[src/rtl/sdac_pkg.sv]
package sdac_pkg;
  localparam int SDAC_NCH = 2;
  localparam int PIN_CS   = 0;
  localparam int PIN_SCLK = 1;
  localparam int PIN_SDI  = 2;
  localparam int PIN_LOAD = 3;
  localparam int PIN_CLR  = 4;
  localparam int PIN_MID  = 5;
  localparam int PIN_W    = 6;
  localparam logic [PIN_W-1:0] PIN_IDLE = 6'b011001;
endpackage

[src/rtl/sdac_sync.sv]
module sdac_sync #(
  parameter int W = 1,
  parameter int STAGES = 2,
  parameter logic [W-1:0] RST_VAL = '0
) (
  input  logic         clk,
  input  logic         rst,
  input  logic [W-1:0] d,
  output logic [W-1:0] q
);
  logic [W-1:0] stg [STAGES];

  always_ff @(posedge clk) begin
    if (rst) begin
      for (int s = 0; s < STAGES; s++) stg[s] <= RST_VAL;
    end else begin
      stg[0] <= d;
      for (int s = 1; s < STAGES; s++) stg[s] <= stg[s-1];
    end
  end

  assign q = stg[STAGES-1];
endmodule

[src/rtl/sdac_edge.sv]
module sdac_edge #(
  parameter int W = 1,
  parameter logic [W-1:0] RST_VAL = '0
) (
  input  logic         clk,
  input  logic         rst,
  input  logic [W-1:0] lvl,
  output logic [W-1:0] rise
);
  logic [W-1:0] prev;

  always_ff @(posedge clk) begin
    if (rst) prev <= RST_VAL;
    else     prev <= lvl;
  end

  assign rise = lvl & ~prev;
endmodule

[src/rtl/sdac_shifter.sv]
module sdac_shifter #(
  parameter int WORD_W = 18
) (
  input  logic              clk,
  input  logic              rst,
  input  logic              shift_en,
  input  logic              bit_in,
  output logic [WORD_W-1:0] word
);
  always_ff @(posedge clk) begin
    if (rst)           word <= '0;
    else if (shift_en) word <= {word[WORD_W-2:0], bit_in};
  end
endmodule

[src/rtl/sdac_channel.sv]
module sdac_channel #(
  parameter int DATA_W = 16
) (
  input  logic              clk,
  input  logic              rst,
  input  logic              clr_act,
  input  logic [DATA_W-1:0] clr_val,
  input  logic              wr_en,
  input  logic [DATA_W-1:0] wr_data,
  input  logic              follow,
  output logic [DATA_W-1:0] in_q,
  output logic [DATA_W-1:0] dac_q
);
  logic [DATA_W-1:0] in_next;

  always_comb begin
    if (clr_act)    in_next = clr_val;
    else if (wr_en) in_next = wr_data;
    else            in_next = in_q;
  end

  always_ff @(posedge clk) begin
    if (rst) begin
      in_q  <= '0;
      dac_q <= '0;
    end else begin
      in_q <= in_next;
      if (clr_act)     dac_q <= clr_val;
      else if (follow) dac_q <= in_next;
    end
  end
endmodule

[src/rtl/sdac_front.sv]
module sdac_front
  import sdac_pkg::*;
#(
  parameter int DATA_W = 16,
  parameter int SYNC_STAGES = 2
) (
  input  logic              clk,
  input  logic              rst,
  input  logic              cs_n,
  input  logic              sclk,
  input  logic              sdi,
  input  logic              load_n,
  input  logic              clr_n,
  input  logic              mid_sel,
  output logic [DATA_W-1:0] code_a,
  output logic [DATA_W-1:0] code_b
);
  localparam int WORD_W = DATA_W + SDAC_NCH;
  localparam logic [DATA_W-1:0] MID_CODE = DATA_W'(1) << (DATA_W - 1);

  logic [PIN_W-1:0] pins_raw, pins_q;
  logic [1:0]       rise;
  logic             cs_q, sclk_q, sdi_q, load_n_q, clr_n_q, mid_q;
  logic             cs_rise, sclk_rise;
  logic [WORD_W-1:0] shreg;
  logic [DATA_W-1:0] clr_val;
  logic [DATA_W-1:0] in_arr  [SDAC_NCH];
  logic [DATA_W-1:0] dac_arr [SDAC_NCH];

  always_comb begin
    pins_raw           = '0;
    pins_raw[PIN_CS]   = cs_n;
    pins_raw[PIN_SCLK] = sclk;
    pins_raw[PIN_SDI]  = sdi;
    pins_raw[PIN_LOAD] = load_n;
    pins_raw[PIN_CLR]  = clr_n;
    pins_raw[PIN_MID]  = mid_sel;
  end

  sdac_sync #(.W(PIN_W), .STAGES(SYNC_STAGES), .RST_VAL(PIN_IDLE)) u_sync (
    .clk(clk), .rst(rst), .d(pins_raw), .q(pins_q)
  );

  assign cs_q     = pins_q[PIN_CS];
  assign sclk_q   = pins_q[PIN_SCLK];
  assign sdi_q    = pins_q[PIN_SDI];
  assign load_n_q = pins_q[PIN_LOAD];
  assign clr_n_q  = pins_q[PIN_CLR];
  assign mid_q    = pins_q[PIN_MID];

  sdac_edge #(.W(2), .RST_VAL(2'b01)) u_edge (
    .clk(clk), .rst(rst), .lvl({sclk_q, cs_q}), .rise(rise)
  );
  assign cs_rise   = rise[0];
  assign sclk_rise = rise[1];

  sdac_shifter #(.WORD_W(WORD_W)) u_shift (
    .clk(clk), .rst(rst), .shift_en(sclk_rise & ~cs_q), .bit_in(sdi_q), .word(shreg)
  );

  assign clr_val = mid_q ? MID_CODE : '0;

  for (genvar c = 0; c < SDAC_NCH; c++) begin : g_ch
    sdac_channel #(.DATA_W(DATA_W)) u_ch (
      .clk(clk),
      .rst(rst),
      .clr_act(~clr_n_q),
      .clr_val(clr_val),
      .wr_en(cs_rise & shreg[DATA_W + c]),
      .wr_data(shreg[DATA_W-1:0]),
      .follow(~load_n_q),
      .in_q(in_arr[c]),
      .dac_q(dac_arr[c])
    );
  end

  assign code_a = dac_arr[0];
  assign code_b = dac_arr[1];
endmodule

[config.mk]
export PLATFORM = sky130hd
export DESIGN_NAME = sdac_front
export DESIGN_NICKNAME = d
export VERILOG_FILES = /design/src/rtl/sdac_pkg.sv /design/src/rtl/sdac_sync.sv /design/src/rtl/sdac_edge.sv /design/src/rtl/sdac_shifter.sv /design/src/rtl/sdac_channel.sv /design/src/rtl/sdac_front.sv
export SDC_FILE = /design/constraint.sdc
export NUM_CORES = 1
export LEC_CHECK = 0
export BUFFER_PORTS_ARGS = -buffer_cell sky130_fd_sc_hd__buf_2
export CAP_MARGIN = 10
export CORE_ASPECT_RATIO = 2
export CORE_MARGIN = 8
export CORE_UTILIZATION = 35
export DETAILED_ROUTE_END_ITERATION = 12
export HOLD_SLACK_MARGIN = 0.1
export PLACE_DENSITY_LB_ADDON = 0.08
export SLEW_MARGIN = 0
export SYNTH_ARGS = -nofsm -noshare
export SYNTH_HDL_FRONTEND = slang
export SYNTH_SLANG_ARGS = --single-unit
[constraint.sdc]
create_clock -name clk -period 2.2 [get_ports clk]
set_clock_uncertainty 0.2 [all_clocks]
set_input_delay 0.33 -clock clk [delete_from_list [all_inputs] [get_ports clk]]
set_output_delay 0.33 -clock clk [all_outputs]
set_load 0.01 [all_outputs]
**Word level (Yosys, flattened, before mapping)**

Memories as Yosys holds them, arrays and structs flattened.
Cells that the tools add are included.

- Register bits after elaboration: 84
- RAM bits: 12
- Input bits: 8
- Output and inout bits: 32
- Word-level logic and storage cells: 30
- Memories: 1

Memories:

| name | depth | width | read ports | clocked after memory_dff | wr ports | RTL line | source |
|---|---|---|---|---|---|---|---|
| u_sync.stg | 2 | 6 | 2 | 0 | 2 | sdac_sync.sv:11 | `logic [W-1:0] stg [STAGES];` |

- Equality and inequality tests: 1
- Muxes and demuxes: 14
- Bitwise operators: 8

Operators by type and width:

| cell | count |
|---|---|
| 2-to-1 mux 16 bit | 9 |
| 2-to-1 mux 6 bit | 2 |
| bitwise AND 1 bit | 3 |
| 2-to-1 mux 1 bit | 3 |
| bitwise AND 2 bit | 1 |
| inequality test 2 bit, second input constant | 1 |
| inverter 2 bit | 1 |
| OR 1 bit | 2 |
| inverter 1 bit | 1 |

**Depth between registers and ports, before layout**

Gate-level depths: netlist of the first run.

- Depth in word-level cells: 7
- Gate-level depth with buffers: 5
- Mapped depth without buffers: 3

**Modules after synthesis**

From an unflattened synthesis of the first run, not the netlist that was laid out.

- Cell total of the unflattened synthesis: 393
- Area total of the unflattened synthesis: 4224.1 um2

By module, submodules not included:

| module | times used | cells an instance | area each (um2) | seq. area each (um2) |
|---|---|---|---|---|
| sdac_channel | 2 | 146 | 1549.0 | 640.6 |
| sdac_shifter | 1 | 58 | 649.4 | 360.3 |
| sdac_sync | 1 | 31 | 374.1 | 240.2 |
| sdac_edge | 1 | 6 | 65.1 | 40.0 |
| sdac_front | 1 | 6 | 37.5 | 0.0 |

**Least setup slack after synthesis of the first run**

OpenSTA, ideal clock, no wires.

- Path type: flip-flop to flip-flop
- Start: memory u_sync.stg[0][6] (netlist name)
- End: register g_ch[1].u_ch.dac_q[10]
- Setup time: 0.115 ns
- Arrival time: 1.184 ns
- Data required time: 1.885 ns
- Path slack: 0.701 ns
- Stages on the path, launching flop included: 5
- Path buffers: 1
- Clock period less this slack: 1.499 ns
- Path through: dfxtp_1 -> nand3b_4 -> buf_6 -> mux2_4 -> o21ba_2

RTL lines:

| what | RTL line | source |
|---|---|---|
| from (decl) | sdac_sync.sv:11 |  |
| to (signal assigned) | sdac_channel.sv:28 | `if (clr_act) dac_q <= clr_val;` |
| to (signal assigned) | sdac_channel.sv:29 | `else if (follow) dac_q <= in_next;` |
| to (decl) | sdac_channel.sv:12 | `output logic [DATA_W-1:0] dac_q` |

==> results by group, run 1 <==
Logic synthesis
  – Synth area leaders: dfxtp_1 (57%), a21oi_1 (5.2%), mux2i_1 (5.0%), o21ai_0 (4.4%), mux2_4 (4.0%)
  – Yosys warns: 0
  – Post-synth ARST share: 0
  – Syn_nets: between 300 and 400
  – Sequential share of the synthesized area: 0.569
  – Top cell type's share of synthesized area: 0.569
  – Synth Register Bits: 96
  – Cell taking the most area after synthesis: dfxtp_1
  – Cell area after synthesis: 3380 um2
  – Number of flops mapped to enable cells by yosys: 0
  – Synthesized area per cell: just over 10 um2
  – Cell variety after synth: 29
  – Synth cell count leaders: dfxtp_1 (96), nand2_1 (36), a21oi_1 (35)
  – Main synth FF type: dfxtp_1
  – Most frequent cell after synthesis: dfxtp_1
  – Cells after Synth: 325

Worst hold path
  – Hold Crit Class: reg -> reg
  – Hold path cells: 1
  – Hold EP: u_sync.stg[0][9]
  – Worst Min Path Start: u_sync.stg[0][3]

Detailed routing
  – DR WL/cell: 15.6 um
  – Wl on met1: approximately 2.9 mm
  – Post-Route WL: approximately 7.4 mm
  – WL met3: approximately 140 um
  – Routed wl met2: between 4 and 5 mm
  – DRC violations left: 0
  – First DRT Iteration DRCs: 92
  – Vias per Instance: 4.82
  – DR top layer: met4
  – Vias: 2,301
  – First-pass iteration count of the detailed router: 4
  – Post-route ant nets: 0

GRT
  – First-pass GRT wire length: around 12 mm
  – Antenna violations before repair: 0
  – GR Util All Layers: 0.123
  – Largest net degree at the start of global routing: 46
  – Vias in the first global route: roughly 2.4k
  – GRT Residual Overflow: 0

Placement
  – Dpl cell area: between 3000 and 4000 um2
  – DP HPWL: 5.04 mm
  – Dpl cells: between 400 and 500
  – Port bufs: 39
  – GP Congestion: 0.683

Worst setup path
  – CP Max Fanout: 45
  – RR Endpoint: g_ch[1].u_ch.dac_q[14]
  – R2R Path Start: u_sync.stg[0][6]
  – CP max-delay cell: dlygate4sd3_1
  – Crit. End Element: flop
  – Crit-path cells: dlygate4sd3_1, buf_2, nor2b_2, buf_4, o21ai_0, o21ba_2
  – Worst reg2reg path depth: 3
  – Worst Path Required: ~2.3 ns
  – R2r setup slk: 0.54 ns
  – Critical Path Source Type: input port
  – CP arrival: roughly 1.9 ns
  – CP Class: in -> reg
  – Crit path largest cell delay: ~0.53 ns

Floorplanning
  – # rows: 51
  – Die span in x: roughly 85 um
  – Core Box Area: 9570 um2
  – Starting Density: 0.353
  – # IOs: 40
  – Die Area: roughly 13,000 um2
  – Chip Height: 155 um

Clocking
  – Clock Path Buffers: 2
  – Post-CTS Resized: 0
  – CTS sink cnt: between 90 and 100
  – Cts-stage hold buffer count: 7
  – Setup bufs post-CTS: 0
  – Clock latency on the worst-skew pair: between 0.3 and 0.4 ns
  – TritonCTS buffer count: 9
  – Reg clk slew, reported paths: 0.06 ns
  – CTS Root Cell: clkbuf_16
  – TritonCTS clock tree: done
  – Htree depth: 3

Cells and area
  – Layout Utilization: 0.422
  – Layout area overhead: 19.4%
  – Fraction of layout cells with a size suffix above 1: 0.275
  – Net count, final: between 300 and 400
  – Ant diodes: 0
  – Final instance area: 4040 um2
  – Non-filler cells, final: between 400 and 500

Run status
  – Outcome: finished, final reports clean

STA
  – Setup TNS: 0 ns
  – Slew Viols, Final: 0
  – Tcrit/Tclk final: 0.815
  – Final setup viols: 0
  – Slew Limit Headroom: 0.573
  – Hold slack final: 0.206 ns
  – Final min period: 1.79 ns
  – Worst-Margin Slew: ~0.64 ns
  – Peak Freq: 0.557 GHz
  – RSZ-0062 raised after global routing: no
  – Final Hold Viols: 0

Pwr
  – P_leak: roughly 1.8 nW
  – VDD IR max: around 0.44 mV
  – Pwr/cell area: 887 nW/um2

Run
  – Max-Cap Viols: 0
## layout by cell type, fill, tap and decap left out, types with 2 or more instances in the layout
cell / count
mux2_4: 9
clkbuf_16: 9
buf_4: 7
bufinv_16: 2
and2_2: 6
dfxtp_1: 96
o21ai_0: 30
o21ba_2: 12
mux2_2: 6
dlygate4sd3_1: 7
mux2i_1: 17
and2_1: 9
a21oi_1: 35
clkbuf_1: 3
or2_2: 7
nand2b_1: 2
nor2_1: 15
nor2b_1: 8
nand2_1: 36
o21ba_1: 3
buf_2: 39
## power breakdown
group | internal [mW] | switching [mW] | total [mW]
combinational | 0.0667 | 0.0833 | 0.150
clock | 1.03 | 0.609 | 1.64
sequential | 1.78 | 0.0180 | 1.79
total | 2.87 | 0.711 | 3.58
## worst max path at each step
stage	start	end	slack, ns
floorplan	u_sync.stg[0][6]	g_ch[1].u_ch.dac_q[10]	0.70
global placement	u_sync.stg[0][10]	g_ch[1].u_ch.dac_q[9]	0.57
detailed placement	u_sync.stg[0][6]	g_ch[1].u_ch.dac_q[14]	0.53
CTS	rst	g_ch[1].u_ch.dac_q[6]	0.36
global route	rst	g_ch[1].u_ch.dac_q[6]	0.27
finish	rst	g_ch[1].u_ch.dac_q[6]	0.41
## stage by stage
step | setup WS [ns] | power [mW]
after detailed placement | 0.535 | 1.98
after floorplan | 0.701 | 1.92
after global routing | 0.267 | 3.72
final | 0.406 | 3.58
after global placement | 0.574 | 1.98
after CTS | 0.365 | 3.64
## sequential cells by signal (all words and copies together) (netlist names)
name	flops
u_shift.word	18
u_sync.stg	12
g_ch.u_ch.in_q	32
g_ch.u_ch.dac_q	32
u_edge.prev	2
## logic make-up (layout without fill, tap and decap cells)
group / after synthesis / count (layout) / synth area share
flops: 96 / 96 / 0.569
buf+inv: 24 / 70 / 0.0341
compound gates: 84 / 84 / 0.150
mux: 32 / 32 / 0.110
simple gates: 89 / 89 / 0.137
## final cells by class
| type | instances | area, um2 |
|---|---|---|
| Inverter | 1 | 3.75 |
| Clock inverter | 3 | 65.1 |
| Sequential cell | 96 | 1920 |
| Multi-Input combinational cell | 205 | 1350 |
| Timing Repair Buffer | 53 | 318 |
| Tap cell | 106 | 133 |
| Fill cell | 971 | 5540 |
| Clock buffer | 13 | 250 |
## critical path, delay by kind of cell
family,cells,cell delay [ns]
simple gates,1,0.10
compound gates,2,0.39
buf+inv,3,1.02
## layer usage
metal / vias up / global-route usage
met3: 10 / 0.0227
met2: 22 / 0.234
met5: - / 0
li1: 1178 / -
met1: 1091 / 0.118
met4: 0 / 0.0699
Power figures use the tool's default switching activity.
==> run 2, diff against run 1 <==
--- a/config.mk
+++ b/config.mk
@@ -5,6 +5,7 @@
 export SDC_FILE = /design/constraint.sdc
 export NUM_CORES = 1
 export LEC_CHECK = 0
+export ABC_AREA = 1
 export BUFFER_PORTS_ARGS = -buffer_cell sky130_fd_sc_hd__buf_2
 export CAP_MARGIN = 10
 export CORE_ASPECT_RATIO = 2
==> constraint.sdc (replaced) <==
create_clock -name clk -period 1.8 [get_ports clk]
set_clock_uncertainty 0.2 [all_clocks]
set_input_delay 0.27 -clock clk [delete_from_list [all_inputs] [get_ports clk]]
set_output_delay 0.27 -clock clk [all_outputs]
set_load 0.01 [all_outputs]
==> results by group, run 2 <==
Logic synthesis
  – Most frequent cell after synthesis: nand2_1
  – Top cell type's share of synthesized area: 0.539
  – Yosys warns: 0
  – Synthesized area per cell: between 8 and 9 um2
  – Cell taking the most area after synthesis: dfxtp_1
  – Cells after Synth: between 400 and 500
  – Synth Register Bits: 96
  – Main synth FF type: dfxtp_1
  – Number of flops mapped to enable cells by yosys: 0
  – Synth cell count leaders: nand2_1 (104), dfxtp_1 (96), inv_1 (57)
  – Synth area leaders: dfxtp_1 (54%), nand2_1 (11%), inv_1 (6.0%), and3_1 (5.3%), nand3_1 (4.8%)
  – Cell area after synthesis: about 3600 um2
  – Post-synth ARST share: 0
  – Cell variety after synth: 22
  – Syn_nets: between 400 and 500
  – Sequential share of the synthesized area: 0.539

Detailed routing
  – DRC violations left: 0
  – First-pass iteration count of the detailed router: 4
  – DR WL/cell: around 13 um
  – Post-Route WL: 7.89 mm
  – Vias: about 2.8k
  – DR top layer: met4
  – Vias per Instance: around 4.5
  – Wl on met1: around 3 mm
  – WL met3: between 150 and 200 um
  – Post-route ant nets: 0
  – Routed wl met2: 4.47 mm
  – First DRT Iteration DRCs: ~150

STA
  – Final setup viols: 0
  – Final setup margin: approximately 0.15 ns
  – Slew Viols, Final: 0
  – Final Hold Viols: 0
  – Peak Freq: approximately 0.60 GHz
  – RSZ-0062 raised after global routing: no
  – Slew Limit Headroom: 0.657
  – Worst-Margin Slew: slightly above 0.5 ns
  – Final min period: around 1.7 ns
  – Tcrit/Tclk final: 0.919
  – Setup TNS: 0 ns

Placement
  – DP HPWL: 5.51 mm
  – Pre-CTS setup slack: 0.238 ns
  – GP Congestion: about 0.75
  – Port bufs: 39

Worst setup path
  – Crit path largest cell delay: around 0.55 ns
  – Top delay family on crit path: buffers and inverters
  – CP max-delay cell: dlygate4sd3_1
  – WP buf/inv: 3
  – CP arrival: between 1.5 and 2 ns
  – CP Class: in -> reg
  – Critical Path Source Type: input port
  – Worst Path Required: 1.83 ns
  – Crit path top cell by count: dlygate4sd3_1
  – CP Max Fanout: 14
  – Crit. End Element: flop
  – Crit-path cells: dlygate4sd3_1, buf_2, nor2_1, dlygate4sd3_1

GRT
  – Antenna violations before repair: 0
  – Largest net degree at the start of global routing: between 60 and 70
  – Vias in the first global route: 2,752
  – GR Util All Layers: 0.122
  – GRT Residual Overflow: 0
  – First-pass GRT wire length: 13.0 mm

Pwr
  – Internal power: about 3.3 mW
  – P_leak: roughly 1.9 nW
  – Seq pwr share: 0.507
  – VDD IR max: 0.606 mV
  – Net Sw Frac: 0.212
  – Psw: 0.900 mW
  – Clk network pwr share: 0.461
  – Pwr/cell area: 1010 nW/um2
  – Total power: approximately 4.2 mW
  – Comb pwr share: 0.033

Floorplanning
  – Core Box Area: around 10,000 um2
  – Chip Height: 159 um
  – Die Area: about 14,000 um2
  – Starting Density: 0.356
  – # rows: 52
  – Die span in x: around 87 um
  – # IOs: 40

Run
  – Max-Cap Viols: 0

Cells and area
  – Layout area overhead: 18.2%
  – Most common cell after layout, fill and taps aside: nand2_1
  – Most frequent cells in the layout: nand2_1 (104), dfxtp_1 (96), inv_1 (57)
  – Fillers: approximately 1.1k
  – Ant diodes: 0
  – Net count, final: 485
  – Top flop regs: g_ch.u_ch.dac_q (32), g_ch.u_ch.in_q (32), u_shift.word (18)
  – Fraction of layout cells with a size suffix above 1: 0.160

Clocking
  – Clock Path Buffers: 2
  – TritonCTS clock tree: done
  – Reg clk slew, reported paths: roughly 0.07 ns
  – TritonCTS buffer count: 9
  – Htree depth: 3
  – CTS sink cnt: 96
  – CTS Root Cell: clkbuf_16
  – Post-CTS Resized: 0
  – Clock latency on the worst-skew pair: around 0.34 ns

Run status
  – Outcome: finished, final reports clean

Worst hold path
  – Hold Crit Class: reg -> reg
==> run 2: cell types whose count changed after synthesis, moves of 12 or more <==
| cell | change |
|---|---|
| o21ai_1 | +28 |
| inv_1 | +56 |
| o21ba_2 | -12 |
| nand3_1 | +34 |
| mux2i_1 | -17 |
| o21ai_0 | -14 |
| nand2_1 | +68 |
| a21oi_1 | -14 |
| and3_1 | +30 |
==> run 2: path summary, 6_finish.rpt <==
| path | cells past startpoint | to | from | slack (ns) |
|---|---|---|---|---|
| max | 4 | u_sync.stg[0][5] | rst | 0.15 |
| max reg2reg | 5 | u_shift.word[15] | u_sync.stg[0][7] | 0.21 |
| min | 2 | u_sync.stg[0][8] | u_sync.stg[0][2] | 0.20 |
| min reg2reg | 2 | u_sync.stg[0][8] | u_sync.stg[0][2] | 0.20 |
==> run 2: logic make-up after synthesis <==
kind of cell    synth area share
buf+inv                    0.113
simple gates               0.252
compound gates            0.0961
flops                      0.539
==> run 2: metrics by stage <==
step / cells / area, um2 / utilization / hold WS, ns
after detailed placement: 593 / 3830 / 0.382 / 0.192
after CTS: 617 / 4220 / 0.421 / 0.202
after global placement: 593 / 3830 / 0.382 / 0.190
final: 617 / 4220 / 0.421 / 0.202
after global routing: 617 / 4220 / 0.421 / 0.228
after floorplan: 436 / 3570 / - / 0.174
==> run 2: final cells by class <==
type                            instances  area (um2)  share of cell area
Multi-Input combinational cell        256        1240               0.294
Inverter                               62         238              0.0564
Clock buffer                           12         256              0.0608
Sequential cell                        96        1920               0.456
Timing Repair Buffer                   52         338              0.0801
Clock inverter                          4        52.6              0.0125
Tap cell                              135         169              0.0401
==> run 2: per-layer routing <==
layer / vias up / global-route usage
li1: 1463 / -
met1: 1256 / 0.118
met2: 32 / 0.230
met3: 10 / 0.0222
met4: 0 / 0.0639
met5: - / 0
==> run 2: power by group through the flow <==
| stage | logic [mW] | clock network, mW | registers, mW |
|---|---|---|---|
| floorplan | 0.0943 | 0 | 2.20 |
| global placement | 0.129 | 0 | 2.20 |
| detailed placement | 0.130 | 0 | 2.20 |
| CTS | 0.143 | 2.01 | 2.15 |
| global route | 0.154 | 2.11 | 2.15 |
| finish | 0.138 | 1.96 | 2.15 |
==> run 2: worst reg2reg max path, stage by stage, from the launching register on <==
cell and delay (ns):
dfxtp_1 0.31, inv_1 0.04, nor2_1 0.17, nand2_2 0.34, o21ai_0 0.34, a21oi_1 0.06
==> run 2: repair_timing <==
action                                 CTS  global route
hold buffers                             8             0
buffers inserted                         0             0
setup endpoints to repair                0             0
endpoints found under the hold margin    8             0
